[config.mk]
export PLATFORM = sky130hd
export DESIGN_NAME = rxdesc_lookahead_dma
export DESIGN_NICKNAME = d
export VERILOG_FILES = /design/src/rtl/rxla_pkg.sv /design/src/rtl/rxla_byte_fifo.sv /design/src/rtl/rxla_ring_ptr.sv /design/src/rtl/rxla_irq_flag.sv /design/src/rtl/rxdesc_lookahead_dma.sv
export SDC_FILE = /design/constraint.sdc
export NUM_CORES = 1
export LEC_CHECK = 0
export ABC_AREA = 1
export CELL_PAD_IN_SITES_DETAIL_PLACEMENT = 2
export CELL_PAD_IN_SITES_GLOBAL_PLACEMENT = 2
export CORE_MARGIN = 1
export CORE_UTILIZATION = 43
export CTS_CLUSTER_DIAMETER = 200
export CTS_CLUSTER_SIZE = 14
export DETAILED_ROUTE_END_ITERATION = 8
export DONT_BUFFER_PORTS = 1
export PLACE_DENSITY_LB_ADDON = 0.08
export SLEW_MARGIN = 20
export SYNTH_ARGS = -nofsm -noshare
export SYNTH_HDL_FRONTEND = slang
export SYNTH_SLANG_ARGS = --single-unit
[constraint.sdc]
create_clock -name clk -period 3.74 [get_ports clk]
set_input_delay 0.748 -clock clk [delete_from_list [all_inputs] [get_ports clk]]
set_output_delay 0.748 -clock clk [all_outputs]
set_load 0.01 [all_outputs]
[src/rtl/rxla_pkg.sv]
// Shared widths, descriptor layout and controller states for the receive
// descriptor lookahead manager. Assumes 12-bit buffer addresses and lengths.
package rxla_pkg;
    localparam int ADDR_W = 12;
    localparam int LEN_W  = 12;

    typedef struct packed {
        logic              own;
        logic              stp;
        logic              enp;
        logic              buff;
        logic [LEN_W-1:0]  len;
        logic [ADDR_W-1:0] ptr;
    } rxla_desc_t;

    localparam int DESC_W = $bits(rxla_desc_t);

    typedef enum logic [3:0] {
        ST_POLL_RD,
        ST_POLL_CHK,
        ST_WAIT,
        ST_LA_RD,
        ST_LA_CHK,
        ST_XFER,
        ST_LC_RD,
        ST_LC_CHK,
        ST_WB,
        ST_DROP
    } rxla_state_e;
endpackage

[src/rtl/rxla_byte_fifo.sv]
// Holding queue for received bytes tagged with an end marker.
// Assumes DEPTH is a power of two of at least 2; pushes only when not full.
module rxla_byte_fifo #(
    parameter int WIDTH = 9,
    parameter int DEPTH = 64
) (
    input  logic             clk,
    input  logic             rst_n,
    input  logic             push,
    input  logic             pop,
    input  logic [WIDTH-1:0] din,
    output logic [WIDTH-1:0] dout,
    output logic             empty,
    output logic             full
);
    localparam int PTR_W = $clog2(DEPTH);
    localparam int CNT_W = $clog2(DEPTH + 1);

    logic [WIDTH-1:0] mem_q [DEPTH];
    logic [PTR_W-1:0] wr_q, rd_q;
    logic [CNT_W-1:0] cnt_q;
    logic             do_push, do_pop;

    assign do_push = push && !full;
    assign do_pop  = pop && !empty;
    assign empty   = (cnt_q == '0);
    assign full    = (cnt_q == CNT_W'(DEPTH));
    assign dout    = mem_q[rd_q];

    // Storage write.
    always_ff @(posedge clk) begin
        if (do_push) mem_q[wr_q] <= din;
    end

    // Pointer and occupancy tracking.
    always_ff @(posedge clk) begin
        if (!rst_n) begin
            wr_q  <= '0;
            rd_q  <= '0;
            cnt_q <= '0;
        end else begin
            if (do_push) wr_q <= wr_q + 1'b1;
            if (do_pop)  rd_q <= rd_q + 1'b1;
            case ({do_push, do_pop})
                2'b10:   cnt_q <= cnt_q + 1'b1;
                2'b01:   cnt_q <= cnt_q - 1'b1;
                default: cnt_q <= cnt_q;
            endcase
        end
    end

    assert_no_overflow_R2: assert property (@(posedge clk) disable iff (!rst_n)
        push |-> !full);
    assert_pop_has_data_R12: assert property (@(posedge clk) disable iff (!rst_n)
        pop |-> !empty);
endmodule

[src/rtl/rxla_ring_ptr.sv]
// Ring position counter: holds the current entry and offers the following one.
// Assumes RING_LEN is a power of two from 1 to 128.
module rxla_ring_ptr #(
    parameter int RING_LEN = 4,
    parameter int IDX_W    = 2
) (
    input  logic             clk,
    input  logic             rst_n,
    input  logic             adv,
    output logic [IDX_W-1:0] cur_idx,
    output logic [IDX_W-1:0] nxt_idx
);
    localparam logic [IDX_W-1:0] LAST = IDX_W'(RING_LEN - 1);

    generate
        if (RING_LEN == 1) begin : g_single
            assign cur_idx = '0;
            assign nxt_idx = '0;
        end else begin : g_ring
            logic [IDX_W-1:0] cur_q;

            // Following entry with wrap at the ring end.
            always_comb nxt_idx = (cur_q == LAST) ? '0 : cur_q + 1'b1;

            // Advance once per write-back.
            always_ff @(posedge clk) begin
                if (!rst_n)   cur_q <= '0;
                else if (adv) cur_q <= nxt_idx;
            end

            assign cur_idx = cur_q;

            assert_ring_wrap_R11: assert property (@(posedge clk) disable iff (!rst_n)
                (adv && cur_idx == LAST) |=> (cur_idx == '0));
        end
    endgenerate
endmodule

[src/rtl/rxla_irq_flag.sv]
// Sticky receive interrupt flag; a set wins over a simultaneous clear.
module rxla_irq_flag (
    input  logic clk,
    input  logic rst_n,
    input  logic set,
    input  logic clr,
    output logic irq
);
    // Set on a qualifying write-back, clear on a host write-one.
    always_ff @(posedge clk) begin
        if (!rst_n)   irq <= 1'b0;
        else if (set) irq <= 1'b1;
        else if (clr) irq <= 1'b0;
    end

    assert_irq_sticky_R9: assert property (@(posedge clk) disable iff (!rst_n)
        (irq && !clr) |=> irq);
endmodule

[src/rtl/rxdesc_lookahead_dma.sv]
// Receive descriptor manager: polls the ring, holds frame data back until a
// threshold, looks ahead to the next entry early and again at buffer-full,
// moves bytes into buffers and hands entries back with status.
// Assumes one frame in flight: input stalls after an end marker until that
// frame is fully handled. Descriptor reads return data one cycle later.
module rxdesc_lookahead_dma
    import rxla_pkg::*;
#(
    parameter int RING_LEN = 4,
    parameter int THRESH   = 64,
    localparam int IDX_W   = (RING_LEN > 1) ? $clog2(RING_LEN) : 1
) (
    input  logic              clk,
    input  logic              rst_n,
    input  logic              rx_valid,
    input  logic              rx_sof,
    input  logic              rx_eof,
    input  logic [7:0]        rx_data,
    output logic              rx_ready,
    output logic              desc_rd,
    output logic              desc_wr,
    output logic [IDX_W-1:0]  desc_idx,
    input  logic              desc_rd_own,
    input  logic [LEN_W-1:0]  desc_rd_len,
    input  logic [ADDR_W-1:0] desc_rd_ptr,
    output logic [DESC_W-1:0] desc_wdata,
    output logic              buf_wr,
    output logic [ADDR_W-1:0] buf_addr,
    output logic [7:0]        buf_data,
    input  logic              early_irq_en,
    input  logic              irq_clr,
    output logic              irq
);
    localparam int CNT_W = $clog2(THRESH + 1);
    localparam logic [CNT_W-1:0] THR = CNT_W'(THRESH);

    rxla_state_e       state_q;
    logic [CNT_W-1:0]  in_cnt_q;
    logic              closed_q;
    logic [ADDR_W-1:0] cur_ptr_q, nxt_ptr_q;
    logic [LEN_W-1:0]  cur_len_q, nxt_len_q;
    logic              nxt_own_q, first_q, wb_enp_q, wb_err_q;
    logic [LEN_W-1:0]  offs_q, tot_q, offs_inc;
    logic              accept, fifo_empty, fifo_full, fifo_pop, frame_done, irq_set;
    logic [8:0]        fifo_dout;
    logic [IDX_W-1:0]  cur_idx, nxt_idx;
    rxla_desc_t        wb;

    assign rx_ready   = !fifo_full && !closed_q;
    assign accept     = rx_valid && rx_ready;
    assign fifo_pop   = (state_q == ST_XFER || state_q == ST_DROP) && !fifo_empty;
    assign offs_inc   = offs_q + 1'b1;
    assign frame_done = (state_q == ST_WB && wb_enp_q) ||
                        (state_q == ST_DROP && !fifo_empty && fifo_dout[8]);

    rxla_byte_fifo #(.WIDTH(9), .DEPTH(THRESH)) u_hold (
        .clk(clk), .rst_n(rst_n), .push(accept), .pop(fifo_pop),
        .din({rx_eof, rx_data}), .dout(fifo_dout),
        .empty(fifo_empty), .full(fifo_full)
    );

    rxla_ring_ptr #(.RING_LEN(RING_LEN), .IDX_W(IDX_W)) u_ring (
        .clk(clk), .rst_n(rst_n), .adv(desc_wr),
        .cur_idx(cur_idx), .nxt_idx(nxt_idx)
    );

    rxla_irq_flag u_irq (
        .clk(clk), .rst_n(rst_n), .set(irq_set), .clr(irq_clr), .irq(irq)
    );

    // Count accepted bytes of the frame (saturating) and note its end marker.
    always_ff @(posedge clk) begin
        if (!rst_n || frame_done) begin
            in_cnt_q <= '0;
            closed_q <= 1'b0;
        end else if (accept) begin
            if (rx_sof)             in_cnt_q <= CNT_W'(1);
            else if (in_cnt_q < THR) in_cnt_q <= in_cnt_q + 1'b1;
            if (rx_eof)             closed_q <= 1'b1;
        end
    end

    // Descriptor and data movement controller.
    always_ff @(posedge clk) begin
        if (!rst_n) begin
            state_q   <= ST_POLL_RD;
            cur_ptr_q <= '0;
            cur_len_q <= '0;
            nxt_ptr_q <= '0;
            nxt_len_q <= '0;
            nxt_own_q <= 1'b0;
            first_q   <= 1'b0;
            wb_enp_q  <= 1'b0;
            wb_err_q  <= 1'b0;
            offs_q    <= '0;
            tot_q     <= '0;
            buf_wr    <= 1'b0;
            buf_addr  <= '0;
            buf_data  <= '0;
        end else begin
            buf_wr <= 1'b0;
            case (state_q)
                ST_POLL_RD:  state_q <= ST_POLL_CHK;
                ST_POLL_CHK: begin
                    if (desc_rd_own) begin
                        cur_ptr_q <= desc_rd_ptr;
                        cur_len_q <= desc_rd_len;
                        state_q   <= ST_WAIT;
                    end else begin
                        state_q <= ST_POLL_RD;
                    end
                end
                ST_WAIT: begin
                    offs_q  <= '0;
                    tot_q   <= '0;
                    first_q <= 1'b1;
                    if (in_cnt_q >= THR) begin
                        state_q <= ST_LA_RD;
                    end else if (closed_q) begin
                        nxt_own_q <= 1'b0;
                        state_q   <= ST_XFER;
                    end
                end
                ST_LA_RD:  state_q <= ST_LA_CHK;
                ST_LA_CHK: begin
                    nxt_own_q <= desc_rd_own;
                    nxt_ptr_q <= desc_rd_ptr;
                    nxt_len_q <= desc_rd_len;
                    state_q   <= ST_XFER;
                end
                ST_XFER: begin
                    if (!fifo_empty) begin
                        buf_wr   <= 1'b1;
                        buf_addr <= cur_ptr_q + offs_q;
                        buf_data <= fifo_dout[7:0];
                        offs_q   <= offs_inc;
                        tot_q    <= tot_q + 1'b1;
                        if (fifo_dout[8]) begin
                            wb_enp_q <= 1'b1;
                            wb_err_q <= 1'b0;
                            state_q  <= ST_WB;
                        end else if (offs_inc == cur_len_q) begin
                            wb_enp_q <= 1'b0;
                            wb_err_q <= 1'b0;
                            state_q  <= nxt_own_q ? ST_WB : ST_LC_RD;
                        end
                    end
                end
                ST_LC_RD:  state_q <= ST_LC_CHK;
                ST_LC_CHK: begin
                    nxt_own_q <= desc_rd_own;
                    nxt_ptr_q <= desc_rd_ptr;
                    nxt_len_q <= desc_rd_len;
                    wb_err_q  <= !desc_rd_own;
                    state_q   <= ST_WB;
                end
                ST_WB: begin
                    if (wb_enp_q) begin
                        state_q <= ST_POLL_RD;
                    end else if (wb_err_q) begin
                        state_q <= ST_DROP;
                    end else begin
                        cur_ptr_q <= nxt_ptr_q;
                        cur_len_q <= nxt_len_q;
                        nxt_own_q <= 1'b0;
                        first_q   <= 1'b0;
                        offs_q    <= '0;
                        state_q   <= ST_XFER;
                    end
                end
                ST_DROP: begin
                    if (!fifo_empty && fifo_dout[8]) state_q <= ST_POLL_RD;
                end
                default: state_q <= ST_POLL_RD;
            endcase
        end
    end

    // Memory port strobes, address selection and write-back word.
    always_comb begin
        desc_rd  = (state_q == ST_POLL_RD) || (state_q == ST_LA_RD) || (state_q == ST_LC_RD);
        desc_wr  = (state_q == ST_WB);
        desc_idx = (state_q == ST_LA_RD || state_q == ST_LC_RD) ? nxt_idx : cur_idx;
        wb.own   = 1'b0;
        wb.stp   = first_q;
        wb.enp   = wb_enp_q;
        wb.buff  = wb_err_q;
        wb.len   = wb_enp_q ? tot_q : cur_len_q;
        wb.ptr   = cur_ptr_q;
        irq_set  = desc_wr && (wb_enp_q || wb_err_q || (first_q && early_irq_en));
    end

    assign desc_wdata = wb;

    assert_hold_until_thresh_R2: assert property (@(posedge clk) disable iff (!rst_n)
        (state_q == ST_XFER && !fifo_empty) |-> (in_cnt_q >= THR || closed_q));
    assert_wb_releases_R6: assert property (@(posedge clk) disable iff (!rst_n)
        desc_wr |-> !desc_wdata[DESC_W-1]);
    assert_err_stops_data_R5: assert property (@(posedge clk) disable iff (!rst_n)
        (desc_wr && desc_wdata[DESC_W-4]) |=> !buf_wr);
    assert_enp_irq_R9: assert property (@(posedge clk) disable iff (!rst_n)
        (desc_wr && desc_wdata[DESC_W-3]) |=> irq);
endmodule

==> summary.txt, run 1 <==
STA
  • Hold slack final: 213 ps
  • Final setup vio count: 0
  • Final min period: approximately 3300 ps
  • Final Cycle Share: about nine tenths
  • Final clock skew: 16.9 ps
  • Fmax achieved: 299 MHz
  • Unrepaired setup endpoints after global routing: false
  • TNS Setup: 0 ps
  • Final Max Tran Viols: 0
  • Final setup margin: 392 ps
  • Slew HR: 42.1%
  • Measured slew at the worst slew-check pin: ~860 ps
  • Final hold vios: 0

CTS
  • CTS root buf: clkbuf_16
  • Setup Buffers After CTS: 0
  • Total CTS buffers: 56
  • Worst-skew pair later-pin latency: 640 ps
  • CTS tree: built
  • Max Root-Sink Buffers: 3
  • CTS resizes: 0
  • Reg clk slew, reported paths: around 70 ps
  • H-tree levels: 2
  • CTS sink cnt: around 710
  • # hold bufs at CTS: 0

Setup path
  • CP Class: register to register
  • Crit path DAT: between 3000 and 4000 ps
  • Most used cell, CP: o21ai_0
  • Startpoint Class: register
  • Worst-path maximum fanout: 8
  • CP required: roughly 4300 ps
  • Critical Path, Cell by Cell: nor2_1, nand3_2, nor3_4, inv_2, nand2_2, inv_1, ha_2, xor2_1, ha_1, a21oi_2, nand3b_1, nand3_1, nand2_1, o21ai_0, a21oi_1, o21ai_0, o21ai_0, a21oi_1
  • Max incr delay on CP: 400 ps
  • Slowest library cell on the worst path: nor3_4
  • CP Capture Type: register

Synth
  • Mean post-synth cell area: 10.9 sq um
  • Post-synthesis sequential area ratio: 67.5%
  • Ys async rst share: 0%
  • YS warnings: 0
  • Post-Syn Nets: between 2000 and 3000
  • Yosys top cell area share: 58.2%
  • Main flop type after synthesis: edfxtp_1
  • Top post-synthesis cells by area: edfxtp_1 58%, dfxtp_1 9.2%, nor2_1 6.6%
  • Post-synth EDFFs: around 580
  • Synth area leader: edfxtp_1
  • Cell Area, Synth: 29700 sq um
  • Post-Syn Instances: 2728
  • Yosys reg bits: 713
  • Cell variety after synth: 54

Floorplan
  • DIE WIDTH: between 200 and 300 um
  • Rows: 95
  • Num ports: 95
  • Die Ht: 265 um
  • Core box area: approximately 68000 sq um
  • Die Area: roughly 70000 sq um
  • Initial Util: 43.8%

Final layout
  • Area grow syn2layout: 9.85%
  • Fill cells: 6879
  • Number of antenna diodes: 0
  • Final Util: 48.1%
  • Layout cells sized above 1: 8.14%
  • Final net count: around 2800

Placement
  • Port buffer count: 0
  • RePlAce Congestion: approximately 0.85
  • Post-DP HPWL: 65.4 mm
  • Pre-CTS WS: 158 ps

Drt
  • Avg WL per Cell: approximately 28 um
  • Final ANT Viol Nets: 0
  • Via count: ~22000
  • Overall routed net length: 101 mm
  • DR DRC count: 0
  • Via/cell ratio: 5.98
  • TritonRoute pass-1 iters: 6
  • DRT iter0 DRCs: 1572

Power and ir drop
  • Leakage: 11.2 nW
  • Overall Power: 16.0 mW
  • Pwr/cell area: 490 nW/um^2
  • Max VDD drop: ~0.00036 V

Worst hold path
  • Worst hold path class: input pin to register

GRT
  • Grt total ovfl: 0
  • Vias in the first global route: 24076
  • First-pass GRT wire length: 152 mm
  • Initial antenna violation count: 0
  • Largest net degree at the start of global routing: 145
  • Total track usage: 28.8%

Run status
  • Status: finished clean

Flow run
  • Max-cap viol count: 0
==> state kept, by name, summed over array words and instances (netlist names), 7 cells and up, named ones only <==
name          flops
nxt_len_q        12
buf_data          8
u_hold.cnt_q      7
u_hold.mem_q    576
in_cnt_q          7
cur_ptr_q        12
buf_addr         12
nxt_ptr_q        12
offs_q           12
tot_q            12
cur_len_q        12
==> cell type report <==
class / count / area, sq um / share of cell area (%)
Clock buffer: 88 / 1540 / 4.73
Clock inverter: 1 / 20.0 / 0.0614
Timing Repair Buffer: 118 / 973 / 2.98
Tap cell: 873 / 1090 / 3.35
Inverter: 124 / 475 / 1.46
Multi-Input combinational cell: 1732 / 8470 / 26.0
Sequential cell: 713 / 20000 / 61.5
==> layout by cell type, fill, tap and decap left out, types with 3 or more instances in the layout <==
master and instances:
dfxtp_1 134, nand4_1 9, a32o_1 3, o211ai_1 9, clkbuf_1 31, inv_2 16
o21ai_1 46, nor2_4 7, o32ai_1 4, nand3_1 132, a31oi_1 26, clkbuf_16 57
nand2_1 274, xnor2_1 8, o221ai_1 29, a21oi_1 51, nor4_1 3, buf_4 111
nor3_1 16, clkinv_1 4, nand3b_1 3, xor2_1 15, nor2_2 6, nor3_2 3
o22ai_1 128, inv_1 102, nand3_2 4, edfxtp_1 576, o21ai_0 380, buf_12 7
ha_1 19, o31ai_1 3, nor2_1 525
==> cell families after synthesis <==
kind of cell,count (synthesis),synth area share (%)
AO/OA/AOI/OAI,690,13.0
XOR/XNOR,23,0.678
adder cells (fa/ha/maj),21,0.910
buffers and inverters,283,4.04
flip-flops,713,67.5
other,1,0.0126
AND/OR/NAND/NOR,997,13.9
==> Yosys cell counts, types with 3 or more instances <==
master,count
clkinv_1,4
nor2_1,525
o211ai_1,9
nor4_1,3
buf_2,38
nor2_4,7
ha_1,20
nand3_1,133
nand3b_1,3
nand3_2,3
o221ai_1,29
o21ai_1,46
a21oi_1,52
edfxtp_1,576
nor2_2,6
buf_1,3
nor3_1,16
buf_6,6
inv_1,102
xnor2_1,8
inv_2,16
clkbuf_1,103
buf_4,8
dfxtp_1,137
nand4_1,9
o32ai_1,4
xor2_1,15
nor3_2,3
o31ai_1,3
a32o_1,3
o22ai_1,128
o21ai_0,380
nand2_1,275
a31oi_1,26
==> per-stage QoR <==
step,area [sq um],instances
after floorplan,29700,2728
after global placement,31000,3560
after detailed placement,31000,3560
after CTS,32600,3649
after global routing,32600,3649
final,32600,3649
==> where the power goes <==
part | total, mW | leakage, nW | switching, mW | internal [mW]
Clock | 5.61 | 0.749 | 2.80 | 2.81
Sequential | 8.87 | 6.29 | 0.160 | 8.71
Combinational | 1.49 | 4.20 | 1.06 | 0.431
==> metal layers <==
| metal | global-route usage (%) | vias to the layer above | part of all wire, % |
|---|---|---|---|
| met5 | 0 | - | 0 |
| met4 | 8.80 | 0 | 2.9 |
| met3 | 4.37 | 157 | 4.9 |
| met2 | 51.0 | 509 | 51 |
| met1 | 36.3 | 11430 | 41 |
| li1 | - | 9740 | - |
==> worst max-delay path: cells and delay by family, from the launching register on <==
kind            cells  cell delay (ps)
simple gates        7             1270
compound gates      6              730
xor+xnor            1              220
flops               1              360
buf+inv             2              210
fa+ha+maj           2              480
==> final timing paths <==
| kind | slack, ps | end | startpoint | cells after the start |
|---|---|---|---|---|
| max | 390 | u_hold.cnt_q[6] | u_hold.cnt_q[0] | 18 |
| max reg2reg | 390 | u_hold.cnt_q[6] | u_hold.cnt_q[0] | 18 |
| min reg2reg | 480 | cur_len_q[2] | nxt_len_q[2] | 2 |
| min | 210 | u_hold.mem_q[41][6] | rx_data[6] | 0 |
(Power assumes the default switching activity.)
==> inputs of run 2 (changes only) <==
- CELL_PAD_IN_SITES_DETAIL_PLACEMENT: 2 -> 0
- CELL_PAD_IN_SITES_GLOBAL_PLACEMENT: 2 -> 1
- CORE_MARGIN: 1 -> 8
- CORE_UTILIZATION: 43 -> 50
==> run 2 against run 1 <==
  * Final area fell by 1.1%
  * Clock power fell by 3%
  * Hold slack improved by 25 ps
  * Cell count fell by 3.5%
  * Sequential share of layout area increased by 0.71 points
  * Critical path depth shrank 9
  * Non-clock buffer count fell by 29
  * Largest cell class unchanged
  * Setup slack got worse by 46 ps
  * Power decreased by 1.8%
  * First-iteration DRC count up 12%
  * Die area down 3.8%
  * Largest power group unchanged
==> summary.txt, run 2 (synthesized netlist as in run 1, its figures left out) <==
Run status
  • Status: finished clean

GRT
  • Vias in the first global route: 19627 (-18%)
  • Largest net degree at the start of global routing: 101 (-30%)
  • Grt total ovfl: 0 (unchanged)
  • Total track usage: 23.1% (-5.7 points)
  • First-pass GRT wire length: 120 mm (-21%)
  • Initial antenna violation count: 0 (unchanged)

Final layout
  • Area grow syn2layout: 8.59%
  • Max FFs per register: 576 (unchanged)
  • Multi-input gate area: 8460 sq um (-0.16%)
  • Fill cells: 5012 (-27%)
  • Commonest non-fill, non-tap cell in the layout: edfxtp_1
  • Register area: 20000 sq um (unchanged)
  • Biggest register: u_hold.mem_q
  • Layout cells sized above 1: 6.99% (-1.2 points)
  • Most frequent cells in the layout: 576 x edfxtp_1, 525 x nor2_1, 380 x o21ai_0
  • Number of antenna diodes: 0 (unchanged)
  • Final net count: 2777 (-1.0%)
  • Post-route insts no fill: 3520 (-3.5%)

CTS
  • Worst-skew pair later-pin latency: 620 ps (-20 ps)
  • Max Root-Sink Buffers: 3 (unchanged)
  • CTS root buf: clkbuf_16
  • CTS tree: built
  • H-tree levels: 2 (unchanged)
  • Setup Buffers After CTS: 0 (unchanged)
  • Reg clk slew, reported paths: 70 ps (about the same)
  • CTS sink cnt: 713 (unchanged)
  • CTS resizes: 0 (unchanged)
  • Total CTS buffers: 56 (unchanged)
  • # hold bufs at CTS: 0 (unchanged)

Power and ir drop
  • Leakage: 11.1 nW (-1.4%)
  • Pwr/cell area: 486 nW/um^2 (-0.67%)
  • Max VDD drop: 0.000411 V (+15%)
  • Overall Power: 15.7 mW (-1.8%)

Drt
  • DR DRC count: 0 (unchanged)
  • Wl on met1: 34.7 mm (-17%)
  • DRT iter0 DRCs: 1754 (+12%)
  • DR WL met2: 37.2 mm (-28%)
  • TritonRoute pass-1 iters: 5 (-1)
  • WL met3: 5.27 mm (+6.6%)
  • Avg WL per Cell: 22.5 um (-19%)
  • Via/cell ratio: 5.79 (-3.3%)
  • Overall routed net length: 79.3 mm (-21%)
  • Top Layer Used: met4
  • Via count: 20372 (-6.7%)
  • Final ANT Viol Nets: 0 (unchanged)

STA
  • Final setup vio count: 0 (unchanged)
  • Unrepaired setup endpoints after global routing: false
  • Final min period: 3390 ps (+45.9 ps)
  • Final clock skew: 19.4 ps (+2.49 ps)
  • Measured slew at the worst slew-check pin: 912 ps (+48.6 ps)
  • Slew HR: 39.0% (-3.1 points)
  • TNS Setup: 0 ps (unchanged)
  • Fmax achieved: 295 MHz (-1.4%)
  • Final Cycle Share: 90.8% (+1.2 points)
  • Final Max Tran Viols: 0 (unchanged)
  • Final hold vios: 0 (unchanged)

Setup path
  • Startpoint Class: register
  • CP Class: register to register
  • CP Capture Type: register
  • CP required: 3980 ps (-330 ps)
  • Crit path DAT: 3630 ps (-290 ps)
  • Worst-path maximum fanout: 9 (+1)

Floorplan
  • DIE WIDTH: 260 um (-1.9%)
  • Core box area: 58900 sq um (-13%)
  • Rows: 89 (-6.3%)
  • Initial Util: 50.4% (+6.6 points)
  • Die Ht: 260 um (-1.9%)
  • Num ports: 95 (unchanged)
  • Die Area: 67400 sq um (-3.8%)

Placement
  • RePlAce Congestion: 0.861 (+1.0%)
  • Placed cell count: 3431 (-3.6%)
  • Port buffer count: 0 (unchanged)
  • Post-DP HPWL: 48.8 mm (-25%)

Flow run
  • Max-cap viol count: 0 (unchanged)

Worst hold path
  • Worst hold path class: input pin to register
[run 2: cell type report]
class | instances | share of cell area [%]
multi-input cells | 1732 | 26.2
well taps | 773 | 3.00
repair buffers | 89 | 2.34
flip-flops and latches | 713 | 62.2
inverters | 124 | 1.47
clock buffers | 89 | 4.80
[run 2: through the flow]
| stage | instance area, sq um | hold slack, ps | util [%] | setup WS [ps] |
|---|---|---|---|---|
| 2_1_floorplan | 29700 | 442 | - | 836 |
| 3_3_place_gp | 30700 | 462 | 52.1 | 441 |
| 3_5_place_dp | 30700 | 469 | 52.1 | 351 |
| 4_1_cts | 32200 | 193 | 54.7 | 322 |
| 5_1_grt | 32200 | 195 | 54.7 | 72.5 |
| 6_report | 32200 | 237 | 54.7 | 346 |
[run 2: layer usage]
| metal | up-vias | global-route usage [%] |
|---|---|---|
| li1 | 9680 | - |
| met1 | 9966 | 32.1 |
| met2 | 607 | 37.0 |
| met3 | 119 | 4.33 |
| met4 | 0 | 6.45 |
| met5 | - | 0 |
[run 2: report_power, final]
group | total (mW) | leakage (nW) | internal, mW | switching [mW]
clock network | 5.46 | 0.740 | 2.80 | 2.66
registers | 8.87 | 6.29 | 8.71 | 0.167
logic | 1.35 | 4.05 | 0.417 | 0.935
[run 2: path summary, 6_finish.rpt]
check                  start             endpoint  depth (start not counted)  slack [ps]
min reg2reg     nxt_len_q[4]         cur_len_q[4]                          2         480
max          u_hold.cnt_q[1]  u_hold.mem_q[37][5]                          9         350
max reg2reg  u_hold.cnt_q[1]  u_hold.mem_q[37][5]                          9         350
min                   rx_eof  u_hold.mem_q[28][8]                          0         240
[run 2: critical path, stage by stage, from the launching register on]
cell and delay [ps]:
dfxtp_1 400, nor2_1 80, nand3_1 160, inv_2 50
a31oi_2 230, nand2_1 240, buf_4 230, nor2_1 190
nand3_1 600, nor2_1 840
